`config.mk`:
```
export PLATFORM = sky130hd
export DESIGN_NAME = mini_core
export DESIGN_NICKNAME = d
export VERILOG_FILES = /design/src/rtl/core_pkg.sv /design/src/rtl/fetch_unit.sv /design/src/rtl/reg_file.sv /design/src/rtl/data_ram.sv /design/src/rtl/ctrl_decode.sv /design/src/rtl/mini_core.sv
export SDC_FILE = /design/constraint.sdc
export NUM_CORES = 1
export LEC_CHECK = 0
export BUFFER_PORTS_ARGS = -buffer_cell sky130_fd_sc_hd__buf_4
export CAP_MARGIN = 20
export CORE_MARGIN = 2
export CORE_UTILIZATION = 39
export DETAILED_ROUTE_END_ITERATION = 10
export PLACE_DENSITY = 0.89
export SYNTH_ARGS = -nofsm -noshare
export SYNTH_HDL_FRONTEND = slang
export SYNTH_SLANG_ARGS = --single-unit
```
`constraint.sdc`:
```
create_clock -name clk -period 1.8 [get_ports clk]
set_input_delay 0.27 -clock clk [delete_from_list [all_inputs] [get_ports clk]]
set_output_delay 0.27 -clock clk [all_outputs]
set_load 0.02 [all_outputs]
```
`src/rtl/core_pkg.sv`:
```
package core_pkg;

  localparam logic [5:0] OPC_REG  = 6'h00;
  localparam logic [5:0] OPC_BEQ  = 6'h04;
  localparam logic [5:0] OPC_ORI  = 6'h0D;
  localparam logic [5:0] OPC_LUI  = 6'h0F;
  localparam logic [5:0] OPC_LW   = 6'h23;
  localparam logic [5:0] OPC_SW   = 6'h2B;

  localparam logic [5:0] FN_ADDU  = 6'h21;
  localparam logic [5:0] FN_SUBU  = 6'h23;

  // first-stage ALU class chosen by opcode
  typedef enum logic [1:0] {
    CLS_ADD,
    CLS_SUB,
    CLS_OR,
    CLS_BYFUNCT
  } alu_class_e;

  // resolved ALU operation
  typedef enum logic [1:0] {
    ALU_ADD,
    ALU_SUB,
    ALU_OR
  } alu_fn_e;

  typedef struct packed {
    logic    reg_we;
    logic    dst_is_rd;
    logic    imm_zext;
    logic    b_from_imm;
    logic    pick_shift;
    logic    pick_mem;
    logic    mem_we;
    logic    is_branch;
    alu_fn_e alu_fn;
  } ctrl_t;

endpackage

```
`src/rtl/fetch_unit.sv`:
```
module fetch_unit #(
  parameter int XLEN      = 32,
  parameter int ROM_DEPTH = 64
) (
  input  logic            clk,
  input  logic            rst,
  input  logic            take_br,
  input  logic [XLEN-1:0] br_off,
  output logic [XLEN-1:0] pc,
  output logic [31:0]     instr
);
  localparam int AW = $clog2(ROM_DEPTH);

  logic [31:0]     rom_mem [ROM_DEPTH];
  logic [XLEN-1:0] pc_q;
  logic [XLEN-1:0] seq_pc;
  logic [XLEN-1:0] nxt_pc;
  logic            unused_pc_bits;

  // ROM starts blank; the environment fills it while reset is held
  initial begin
    for (int i = 0; i < ROM_DEPTH; i++) rom_mem[i] = 32'h0;
  end

  assign seq_pc = pc_q + XLEN'(4);
  assign nxt_pc = take_br ? (seq_pc + br_off) : seq_pc;

  always_ff @(posedge clk) begin
    if (rst) pc_q <= '0;
    else     pc_q <= nxt_pc;
  end

  assign pc    = pc_q;
  assign instr = rom_mem[pc_q[AW+1:2]];

  assign unused_pc_bits = ^{pc_q[XLEN-1:AW+2], pc_q[1:0]};
endmodule

```
`src/rtl/reg_file.sv`:
```
module reg_file #(
  parameter int XLEN = 32,
  parameter int NREG = 32
) (
  input  logic                    clk,
  input  logic                    rst,
  input  logic                    we,
  input  logic [$clog2(NREG)-1:0] waddr,
  input  logic [XLEN-1:0]         wdata,
  input  logic [$clog2(NREG)-1:0] ra_a,
  input  logic [$clog2(NREG)-1:0] ra_b,
  output logic [XLEN-1:0]         rd_a,
  output logic [XLEN-1:0]         rd_b
);
  logic [XLEN-1:0] regs [NREG];

  always_ff @(posedge clk) begin
    if (rst) begin
      for (int i = 0; i < NREG; i++) regs[i] <= '0;
    end else if (we && (waddr != '0)) begin
      regs[waddr] <= wdata;
    end
  end

  assign rd_a = (ra_a == '0) ? '0 : regs[ra_a];
  assign rd_b = (ra_b == '0) ? '0 : regs[ra_b];
endmodule

```
`src/rtl/data_ram.sv`:
```
module data_ram #(
  parameter int XLEN  = 32,
  parameter int DEPTH = 32
) (
  input  logic            clk,
  input  logic            rst,
  input  logic            we,
  input  logic [XLEN-1:0] addr,
  input  logic [XLEN-1:0] wdata,
  output logic [XLEN-1:0] rdata
);
  localparam int IW = $clog2(DEPTH);

  logic [XLEN-1:0] mem [DEPTH];
  logic [IW-1:0]   slot;
  logic            unused_addr_bits;

  // byte address -> word slot: drop the two byte-select bits
  assign slot = addr[IW+1:2];

  always_ff @(posedge clk) begin
    if (rst) begin
      for (int i = 0; i < DEPTH; i++) mem[i] <= '0;
    end else if (we) begin
      mem[slot] <= wdata;
    end
  end

  assign rdata = mem[slot];

  assign unused_addr_bits = ^{addr[XLEN-1:IW+2], addr[1:0]};
endmodule

```
`src/rtl/ctrl_decode.sv`:
```
module ctrl_decode
  import core_pkg::*;
(
  input  logic [5:0] opcode,
  input  logic [5:0] funct,
  output ctrl_t      ctrl
);
  ctrl_t      base;
  alu_class_e cls;

  // stage 1: opcode -> datapath controls and ALU class
  always_comb begin
    base = '0;
    cls  = CLS_ADD;
    unique case (opcode)
      OPC_REG: begin
        base.reg_we    = 1'b1;
        base.dst_is_rd = 1'b1;
        cls            = CLS_BYFUNCT;
      end
      OPC_ORI: begin
        base.reg_we     = 1'b1;
        base.b_from_imm = 1'b1;
        base.imm_zext   = 1'b1;
        cls             = CLS_OR;
      end
      OPC_LUI: begin
        base.reg_we     = 1'b1;
        base.pick_shift = 1'b1;
      end
      OPC_LW: begin
        base.reg_we     = 1'b1;
        base.b_from_imm = 1'b1;
        base.pick_mem   = 1'b1;
      end
      OPC_SW: begin
        base.b_from_imm = 1'b1;
        base.mem_we     = 1'b1;
      end
      OPC_BEQ: begin
        base.is_branch = 1'b1;
        cls            = CLS_SUB;
      end
      default: ;
    endcase
  end

  // stage 2: class + funct -> ALU operation
  always_comb begin
    ctrl = base;
    unique case (cls)
      CLS_ADD: ctrl.alu_fn = ALU_ADD;
      CLS_SUB: ctrl.alu_fn = ALU_SUB;
      CLS_OR:  ctrl.alu_fn = ALU_OR;
      default: begin
        unique case (funct)
          FN_ADDU: ctrl.alu_fn = ALU_ADD;
          FN_SUBU: ctrl.alu_fn = ALU_SUB;
          default: begin
            ctrl.alu_fn = ALU_ADD;
            ctrl.reg_we = 1'b0;
          end
        endcase
      end
    endcase
  end
endmodule

```
`src/rtl/mini_core.sv`:
```
module mini_core
  import core_pkg::*;
#(
  parameter int XLEN      = 32,
  parameter int ROM_DEPTH = 64,
  parameter int RAM_DEPTH = 32,
  parameter int NREG      = 32
) (
  input  logic            clk,
  input  logic            rst,
  output logic [XLEN-1:0] pc_o,
  output logic            rf_we_o,
  output logic [4:0]      rf_waddr_o,
  output logic [XLEN-1:0] rf_wdata_o,
  output logic            dm_we_o,
  output logic [XLEN-1:0] dm_addr_o,
  output logic [XLEN-1:0] dm_wdata_o
);
  localparam int RW  = $clog2(NREG);
  localparam int IMW = 16;

  logic [31:0]     instr_w;
  logic [XLEN-1:0] pc_w;
  ctrl_t           ctl;

  logic [5:0]      f_op, f_fn;
  logic [RW-1:0]   f_rs, f_rt, f_rd;
  logic [IMW-1:0]  f_imm;
  logic            unused_shamt;

  logic [XLEN-1:0] opa, opb_reg, opb;
  logic [XLEN-1:0] imm_sx, imm_zx, imm_ext;
  logic [XLEN-1:0] alu_y, shift_y, pick1_y, wb_y;
  logic [XLEN-1:0] ram_q;
  logic [RW-1:0]   dst;
  logic            wr_go, st_go, br_take;

  assign f_op  = instr_w[31:26];
  assign f_rs  = instr_w[25:21];
  assign f_rt  = instr_w[20:16];
  assign f_rd  = instr_w[15:11];
  assign f_imm = instr_w[15:0];
  assign f_fn  = instr_w[5:0];
  assign unused_shamt = ^instr_w[10:6];

  fetch_unit #(.XLEN(XLEN), .ROM_DEPTH(ROM_DEPTH)) u_fetch (
    .clk     (clk),
    .rst     (rst),
    .take_br (br_take),
    .br_off  (imm_sx << 2),
    .pc      (pc_w),
    .instr   (instr_w)
  );

  ctrl_decode u_ctrl (
    .opcode (f_op),
    .funct  (f_fn),
    .ctrl   (ctl)
  );

  reg_file #(.XLEN(XLEN), .NREG(NREG)) u_regs (
    .clk   (clk),
    .rst   (rst),
    .we    (wr_go),
    .waddr (dst),
    .wdata (wb_y),
    .ra_a  (f_rs),
    .ra_b  (f_rt),
    .rd_a  (opa),
    .rd_b  (opb_reg)
  );

  // immediate forms
  assign imm_sx  = {{(XLEN-IMW){f_imm[IMW-1]}}, f_imm};
  assign imm_zx  = {{(XLEN-IMW){1'b0}}, f_imm};
  assign imm_ext = ctl.imm_zext ? imm_zx : imm_sx;
  assign opb     = ctl.b_from_imm ? imm_ext : opb_reg;

  // ALU
  always_comb begin
    unique case (ctl.alu_fn)
      ALU_SUB: alu_y = opa - opb;
      ALU_OR:  alu_y = opa | opb;
      default: alu_y = opa + opb;
    endcase
  end

  // dedicated upper-immediate shifter
  assign shift_y = imm_zx << IMW;

  data_ram #(.XLEN(XLEN), .DEPTH(RAM_DEPTH)) u_ram (
    .clk   (clk),
    .rst   (rst),
    .we    (st_go),
    .addr  (alu_y),
    .wdata (opb_reg),
    .rdata (ram_q)
  );

  // write-back: shifter/ALU select, then memory select
  assign pick1_y = ctl.pick_shift ? shift_y : alu_y;
  assign wb_y    = ctl.pick_mem ? ram_q : pick1_y;

  assign dst     = ctl.dst_is_rd ? f_rd : f_rt;
  assign wr_go   = ctl.reg_we && (dst != '0) && !rst;
  assign st_go   = ctl.mem_we && !rst;
  assign br_take = ctl.is_branch && (opa == opb_reg);

  assign pc_o       = pc_w;
  assign rf_we_o    = wr_go;
  assign rf_waddr_o = 5'(dst);
  assign rf_wdata_o = wb_y;
  assign dm_we_o    = st_go;
  assign dm_addr_o  = alu_y;
  assign dm_wdata_o = opb_reg;
endmodule

```
==> results.toml <==
[run_status]
status = "finished, final reports clean"

[synth]
synthTopCellsByArea = "buf_4 37%, dfxtp_1 28%, a21oi_1 3.7%"
syn_area_mm2 = 0.00216
yosys.area.top_type = "buf_4"
yosysWarnings = 0
synth_fa_ha_area_frac = 0.00580
ys_seq_area_frac = 0.278
synth_compound_area_frac = 0.0899
synth_top_family_by_area = "buffers and inverters"
synth.ff_latch_count = 30
ys_types = 29
avgSynthCellArea_um2 = 8.21
synth-xor-area-share = 0.0446
synth_top_area_frac = 0.369
synth-simple-area-share = 0.197
postSynthCellCount = 263
synthMuxAreaShare = 0

[finish]
layout_commonest_cell = "conb_1"
layout-drive-gt1-share = 0.298
fillCellCount = 534
final_cell_mix = "105 x conb_1, 59 x buf_4, 16 x dfxtp_1"
design_area_mm2 = 0.00246
largest_reg_flops = 30
final_util = 0.452
n_antenna_cell = 0
areaGrowthSynthToFinish_pct = 13.9
nNetsFinal = 328

[sta]
finalClockSkew_ns = 0.00934
max_freq_mhz = 558
whs_ns = 0.359
setup_viol = 0
hold_viol = 0
min_period_ns = 1.79
tns_ns = 0
finalCritPeriodShare = 0.996
rsz0062_at_grt = "yes"
slew_violations = 0

[power]
leakage_nw = 1.11
powerDensity_mw_per_mm2 = 603
irDropWorstVdd_mv = 0.389
power.total_mw = 1.48

[route]
wl_mm = 4.20
first_pass_iters = 4
drc = 0
via_per_inst = 4.35
drtAntennaViolNets = 0
drt_iter0_markers = 49
wl_per_cell_um = 10.5
vias = 1733

[cts]
clock_latency_ns = 0.29
clockBufferDepth = 2
cts_hold_buf = 0
cts.clk_slew.worst_paths_ns = 0.06
cts_max_level = 2
cts.sinks = 30
cts_buffers = 5
cts_root_buf = "clkbuf_8"
cts_tree = "built"

[critical_path]
slowest_stage = "or4_4"
worstReg2RegEnd = "u_fetch.pc[25]"
ff2ff_setup_slack_ns = 0.007
worst_path_largest_cell_delay_ns = 0.58
critPathArrivalTime_ns = 2.02
rr_worst_depth = 4
worst-path-stages = 4
path_class = "register to register"
worstSetupStartpointType = "register"
cp_top_family = "simple AND/OR/NAND/NOR gates"
crit_chain = "nand4_1, or4_4, or4_4, a21oi_2"
end_kind = "register"
crit_buf_inv = 0
critPathRequiredTime_ns = 2.02
crit_start = "u_fetch.pc[11]"
worstPathMaxFanout = 5
cp_common_cell = "or4_4"
endpoint = "u_fetch.pc[25]"
regToRegStartpoint = "u_fetch.pc[11]"

[job]
max_cap_viol_count = 0

[die]
initial_core_util = 0.397
die_x_um = 78.4
die_h_um = 78.4
num_rows = 27
dieArea_mm2 = 0.00614
core_area_mm2 = 0.00544
design.portCount = 137

[global_route]
antenna_found_initial = 0
overflow = 0
grt_pass1_vias = 1417
grt_pass1_wl_mm = 6.27
grtUsageTotal = 0.129
grt_start_max_net_pins = 31

[placement]
placed_cell_area_mm2 = 0.00227
numPortBuffers = 31
gp_congestion = 0.874
dpl.hpwl_mm = 3.12

[worst_hold_path]
min_path_type = "primary input to register"
## stage by stage
step	setup WS [ns]	std cells
CTS	0.00596	397
global route	-0.0212	398
detailed placement	0.00265	386
global placement	0.0750	386
floorplan	0.00111	367
finish	0.00666	398
## Yosys cell counts, drive strengths merged
library cell,number
or4,9
or2,1
o31ai,6
or3,10
nor4b,1
xnor2,6
nand2,8
ha,1
inv,3
buf,106
o21ba,1
nor3,2
and4,4
a21oi,16
and3,1
nor2b,1
xor2,5
dfxtp,30
nand4,12
o21ai,10
conb,1
o31a,1
clkbuf,5
nor2,12
nor4,2
nand3,9
## cell families (layout without fill, tap and decap cells)
| logic type | Yosys count | in the layout |
|---|---|---|
| fa+ha+maj | 1 | 1 |
| buf+inv | 114 | 72 |
| simple gates | 72 | 73 |
| other cells | 1 | 105 |
| flops | 30 | 30 |
| xor+xnor | 11 | 11 |
| compound gates | 34 | 34 |
## layer usage
metal	part of all wire	up-vias	global-route usage
met5	0	-	0
met4	0.018	0	0.0544
met3	0.089	11	0.0425
met2	0.50	94	0.213
met1	0.39	805	0.153
li1	-	823	-
## area by class of cell
| cell class | count | area [µm²] | area share |
|---|---|---|---|
| repair buffers | 61 | 465 | 0.189 |
| clock inverters | 1 | 5.00 | 0.00204 |
| flip-flops and latches | 30 | 621 | 0.252 |
| inverters | 3 | 11.3 | 0.00458 |
| multi-input cells | 224 | 1180 | 0.480 |
| clock buffers | 7 | 86.3 | 0.0351 |
| well taps | 72 | 90.1 | 0.0366 |
## worst min path at each step
| stage | start | end | slack, ns | depth (start not counted) |
|---|---|---|---|---|
| final | rst | u_fetch.pc[10] | 0.36 | 2 |
| after global placement | u_fetch.pc[2] | u_fetch.pc[2] | 0.43 | 1 |
| after global routing | rst | u_fetch.pc[2] | 0.36 | 2 |
| after CTS | rst | u_fetch.pc[2] | 0.34 | 2 |
| after detailed placement | u_fetch.pc[2] | u_fetch.pc[2] | 0.45 | 1 |
| after floorplan | u_fetch.pc[2] | u_fetch.pc[2] | 0.47 | 1 |
## power by group
group | total (mW) | internal [mW] | switching, mW | leakage, nW
Combinational | 0.242 | 0.0188 | 0.223 | 0.811
Clock | 0.565 | 0.308 | 0.257 | 0.0482
Sequential | 0.677 | 0.670 | 0.00653 | 0.249
## what timing repair did
| action | 4_1_cts | 5_1_grt |
|---|---|---|
| cloned | 1 | 0 |
| resized for setup | 1 | 18 |
| setup endpoints to repair | 1 | 13 |
| pin swaps | 3 | 11 |
| buffers inserted | 2 | 1 |
(Power assumes the default switching activity.)
